===== src/rtl/lwf_pkg.sv =====
package lwf_pkg;
    parameter int FILT_W  = 8;
    parameter int MIN_US  = 30;
    parameter int MAX_US  = 150;

    typedef enum logic [1:0] {
        ST_WAIT_REC = 2'd0,
        ST_IDLE     = 2'd1,
        ST_DOM      = 2'd2
    } wk_state_e;

    typedef struct packed {
        logic level;
        logic fall;
        logic rise;
    } bus_ev_t;

    function automatic logic [FILT_W-1:0] clamp_filt(input logic [FILT_W-1:0] v);
        if (v < FILT_W'(MIN_US))      return FILT_W'(MIN_US);
        else if (v > FILT_W'(MAX_US)) return FILT_W'(MAX_US);
        else                          return v;
    endfunction
endpackage


===== src/rtl/lwf_sync.sv =====
module lwf_sync
    import lwf_pkg::*;
#(
    parameter int STAGES = 2
) (
    input  logic    clk,
    input  logic    rst,
    input  logic    bus_i,
    output bus_ev_t ev_o
);
    logic [STAGES-1:0] sync_q;
    logic              prev_q;

    always_ff @(posedge clk) begin
        if (rst) begin
            sync_q <= '1;
            prev_q <= 1'b1;
        end else begin
            sync_q <= {sync_q[STAGES-2:0], bus_i};
            prev_q <= sync_q[STAGES-1];
        end
    end

    always_comb begin
        ev_o.level = sync_q[STAGES-1];
        ev_o.fall  = prev_q & ~sync_q[STAGES-1];
        ev_o.rise  = ~prev_q & sync_q[STAGES-1];
    end
endmodule


===== src/rtl/lwf_timer.sv =====
module lwf_timer #(
    parameter int CNT_W = 8
) (
    input  logic             clk,
    input  logic             rst,
    input  logic             clr,
    input  logic             run,
    input  logic             tick,
    output logic [CNT_W-1:0] cnt_o
);
    localparam logic [CNT_W-1:0] CNT_MAX = '1;

    always_ff @(posedge clk) begin
        if (rst || clr)
            cnt_o <= '0;
        else if (run && tick && cnt_o != CNT_MAX)
            cnt_o <= cnt_o + 1'b1;
    end
endmodule


===== src/rtl/lwf_ctrl.sv =====
module lwf_ctrl
    import lwf_pkg::*;
(
    input  logic      clk,
    input  logic      rst,
    input  logic      active,
    input  bus_ev_t   ev,
    input  logic      qual,
    output wk_state_e state_o,
    output logic      clr_o,
    output logic      req_o
);
    wk_state_e state_q;

    assign state_o = state_q;
    assign clr_o   = ~active | (state_q == ST_IDLE && ev.fall);

    always_ff @(posedge clk) begin
        if (rst || !active) begin
            state_q <= ST_WAIT_REC;
            req_o   <= 1'b0;
        end else begin
            req_o <= 1'b0;
            case (state_q)
                ST_WAIT_REC: if (ev.level) state_q <= ST_IDLE;
                ST_IDLE:     if (ev.fall)  state_q <= ST_DOM;
                ST_DOM: begin
                    if (ev.rise) begin
                        req_o   <= qual;
                        state_q <= ST_IDLE;
                    end
                end
                default: state_q <= ST_WAIT_REC;
            endcase
        end
    end
endmodule


===== src/rtl/lin_wake_filter.sv =====
module lin_wake_filter
    import lwf_pkg::*;
#(
    parameter int CNT_W = 8
) (
    input  logic              clk,
    input  logic              rst,
    input  logic              bus_rx_i,
    input  logic              lowpwr_i,
    input  logic              prewake_en_i,
    input  logic              tick_us_i,
    input  logic [FILT_W-1:0] filt_us_i,
    output logic              wake_req_o
);
    bus_ev_t           ev;
    wk_state_e         state;
    logic              clr;
    logic              active;
    logic              bus_s;
    logic [CNT_W-1:0]  dom_cnt;
    logic [FILT_W-1:0] lim;

    assign active = lowpwr_i & prewake_en_i;
    assign lim    = clamp_filt(filt_us_i);
    assign bus_s  = ev.level;

    lwf_sync #(.STAGES(2)) u_sync (
        .clk(clk), .rst(rst), .bus_i(bus_rx_i), .ev_o(ev)
    );

    lwf_timer #(.CNT_W(CNT_W)) u_timer (
        .clk(clk), .rst(rst), .clr(clr), .run(state == ST_DOM),
        .tick(tick_us_i), .cnt_o(dom_cnt)
    );

    lwf_ctrl u_ctrl (
        .clk(clk), .rst(rst), .active(active), .ev(ev),
        .qual(32'(dom_cnt) >= 32'(lim)),
        .state_o(state), .clr_o(clr), .req_o(wake_req_o)
    );
endmodule


===== config.mk =====
export PLATFORM = sky130hd
export DESIGN_NAME = lin_wake_filter
export DESIGN_NICKNAME = d
export VERILOG_FILES = /design/src/rtl/lwf_pkg.sv /design/src/rtl/lwf_sync.sv /design/src/rtl/lwf_timer.sv /design/src/rtl/lwf_ctrl.sv /design/src/rtl/lin_wake_filter.sv
export SDC_FILE = /design/constraint.sdc
export NUM_CORES = 1
export LEC_CHECK = 0
export CORE_MARGIN = 2
export CORE_UTILIZATION = 45
export DETAILED_ROUTE_END_ITERATION = 8
export DONT_BUFFER_PORTS = 1
export SLEW_MARGIN = 10
export SYNTH_ARGS = -nofsm -noshare
export SYNTH_HDL_FRONTEND = slang
export SYNTH_HIERARCHICAL = 1
export SYNTH_SLANG_ARGS = --single-unit

===== constraint.sdc =====
create_clock -name clk -period 3.35 [get_ports clk]
set_input_delay 0 -clock clk [delete_from_list [all_inputs] [get_ports clk]]
set_output_delay 0 -clock clk [all_outputs]
set_load 0.05 [all_outputs]

==> impl_metrics.ini <==
[global_routing]
grt_max_degree = 9
grtUsageTotal_pct = 17.7
grt_pass1_vias = 806
gr-total-overflow = 0
grt_pass1_wl_mm = 3.42
antenna_found_initial = 0

[sta]
finalCriticalPeriod_ps = 1550
finalCritPeriodShare_pct = 46.2
tightestPinTransition_ps = 479
final_max_slew_viol_count = 0
skew_ps = 3.50
hold_violations = 0
rsz0062_at_grt = no
setup_viol = 0
setup_tns_ps = 0
maxSlewHeadroom_pct = 68.0
fmax_mhz = 647
fin_ws_ps = 1800

[yosys]
synth_top_area_cell = dfxtp_1
yosys_warnings = 6
syn_inst = 109
ys_ff_latch = 14
synth_top_area_share_pct = 29.3
syn-cell-area_sq_um = 956
yosysSeqAreaShare_pct = 29.3
synth_flop_cell = dfxtp_1
synth_fp_nets = 132
synthTopCellsByArea = dfxtp_1 (29%), ha_1 (12%), mux2i_1 (3.1%), nor3_1 (3.1%), nand2_1 (2.7%)
async_flop_share_pct = 0
syn_avg_cell_area_sq_um = 8.77
synthDistinctLibCells = 46
synth_edf_count = 0

[floorplanning]
die_area_sq_um = 2510
start_util_pct = 48.2
io_pins = 15
rows = 16
core_area_sq_um = 1980
floorplan.die.width_microns = 50.1
die_h_microns = 50.1

[place]
io_buffer_count = 0
hpwl_mm = 1.51
gp_congestion = 0.754
dp_slack_ps = 1730

[cts]
ctsHtreeMaxLevel = 1
insertion_delay_ps = 270
cts_made_buffers = 3
ctsResizeCount = 0
cts_num_sinks = 14
cts_buffer_depth = 2
cts-root-buf = clkbuf_4
path_clk_slew_ps = 90
tritoncts = done

[setup_path]
crit_buf_inv = 0
crit_path_cell_trace = ha_1 -> a211o_1 -> a31oi_1 -> o21ai_0 -> nand4b_1 -> nor2_1
worst-r2r-cell-count = 6
critPathRequiredTime_ps = 3520
critPathArrivalTime_ps = 1720
worstPathMaxFanout = 8
max_stage_delay_ps = 470
cp_slowest_cell = dfxtp_1
end_kind = flop
critical-path-top-delay-family = compound AO/OA/AOI/OAI gates
startpoint_type = flop
cp.depth = 6
crit_type = flop to flop

[routing]
wl_met3_microns = 107
vias = 823
met2WireLength_microns = 867
avgRoutedWirePerCell_microns = 13.7
avgViaCountPerCell = 5.84
dr.pass1.iters = 4
drt-met1-wl_microns = 947
routed.top_layer = met4
drc_errors = 0
routed_wl_mm = 1.94
drt_iter0_drc = 6
antenna_left = 0

[power]
power.leakage_nw = 0.404
max-vdd-ir-drop_uv = 233
p_per_area_nw_per_um2 = 304

[final_layout]
syn_to_final_growth_pct = 8.64
diodes = 0
final_cell_mix = dfxtp_1 (14), ha_1 (9), nand2_1 (7), nor2_1 (7), nor3_1 (6)
drive_above_1_share_pct = 9.65
final_common_cell = dfxtp_1
nNetsFinal = 138

[hold_path]
min_path_cells = 2
hold_class = input port to flop

[run]
drv_cap = 0

[outcome]
status = finished clean
-- state kept, by name, indices dropped and copies added (netlist names) --
| register | flops |
|---|---|
| u_ctrl/req_o | 1 |
| u_sync/prev_q | 1 |
| u_ctrl/state_o | 2 |
| u_timer/cnt_o | 8 |
| u_sync/sync_q | 2 |
-- worst paths after layout --
check,slack [ps],from,to
worst max-delay path,1800,u_timer/cnt_o[2],u_ctrl/req_o
worst min-delay path,40,tick_us_i,u_timer/cnt_o[1]
worst max register to register,1800,u_timer/cnt_o[2],u_ctrl/req_o
worst min register to register,410,u_sync/sync_q[0],u_sync/sync_q[1]
-- through the flow --
stage	area, sq um	utilization, %	hold slack, ps	total power, mW	std cells
after global routing	1040	52.4	25.3	0.337	141
final	1040	52.4	38.8	0.316	141
after global placement	982	49.6	98.4	0.198	135
after CTS	1040	52.4	24.8	0.323	141
after floorplan	956	-	97.1	0.195	109
after detailed placement	982	49.6	101	0.198	135
-- where the power goes --
| part | switching (mW) | internal, mW | leakage, nW |
|---|---|---|---|
| combinational | 0.0130 | 0.0140 | 0.270 |
| clock | 0.0535 | 0.0660 | 0.0210 |
| sequential | 0.00134 | 0.168 | 0.113 |
-- final cells by class --
cell class	count	area [sq um]
Timing Repair Buffer	2	20.0
Fill cell	182	943
Inverter	4	15.0
Multi-Input combinational cell	90	653
Tap cell	27	33.8
Clock buffer	4	36.3
Sequential cell	14	280
-- Yosys cell counts, types with 2 or more instances --
library cell	number
dfxtp_1	14
ha_1	9
nand2_1	7
nor2_1	7
nor3_1	6
a21oi_1	5
inv_1	4
nand3_1	4
and4_1	3
mux2i_1	3
nor2b_1	3
o21ai_0	3
or2_1	3
a211oi_1	2
and2_1	2
nand2b_1	2
nor3b_1	2
o21a_1	2
-- what timing repair did --
action	CTS	global route
hold buffers	2	0
endpoints found under the hold margin	9	0
buffers inserted	0	0
endpoints found under the setup margin	0	0
-- layer usage --
metal	vias to the layer above	global-route usage (%)
li1	422	-
met1	377	23.3
met2	22	26.5
met3	2	5.45
met4	0	6.94
met5	-	0
-- worst register-to-register path, cell delays in order, from the launching register on --
cell and delay, ps:
dfxtp_1 470, ha_1 290, a211o_1 300, a31oi_1 130
o21ai_0 110, nand4b_1 110, nor2_1 50
-- cells by family (layout without fill, tap and decap cells) --
| kind of cell | after synthesis | after routing | share of synthesized area, % |
|---|---|---|---|
| simple gates | 54 | 54 | 35.0 |
| fa+ha+maj | 9 | 9 | 11.8 |
| compound gates | 24 | 24 | 18.5 |
| buf+inv | 5 | 10 | 2.36 |
| mux | 3 | 3 | 3.14 |
| flops | 14 | 14 | 29.3 |
(Power assumes the default switching activity.)
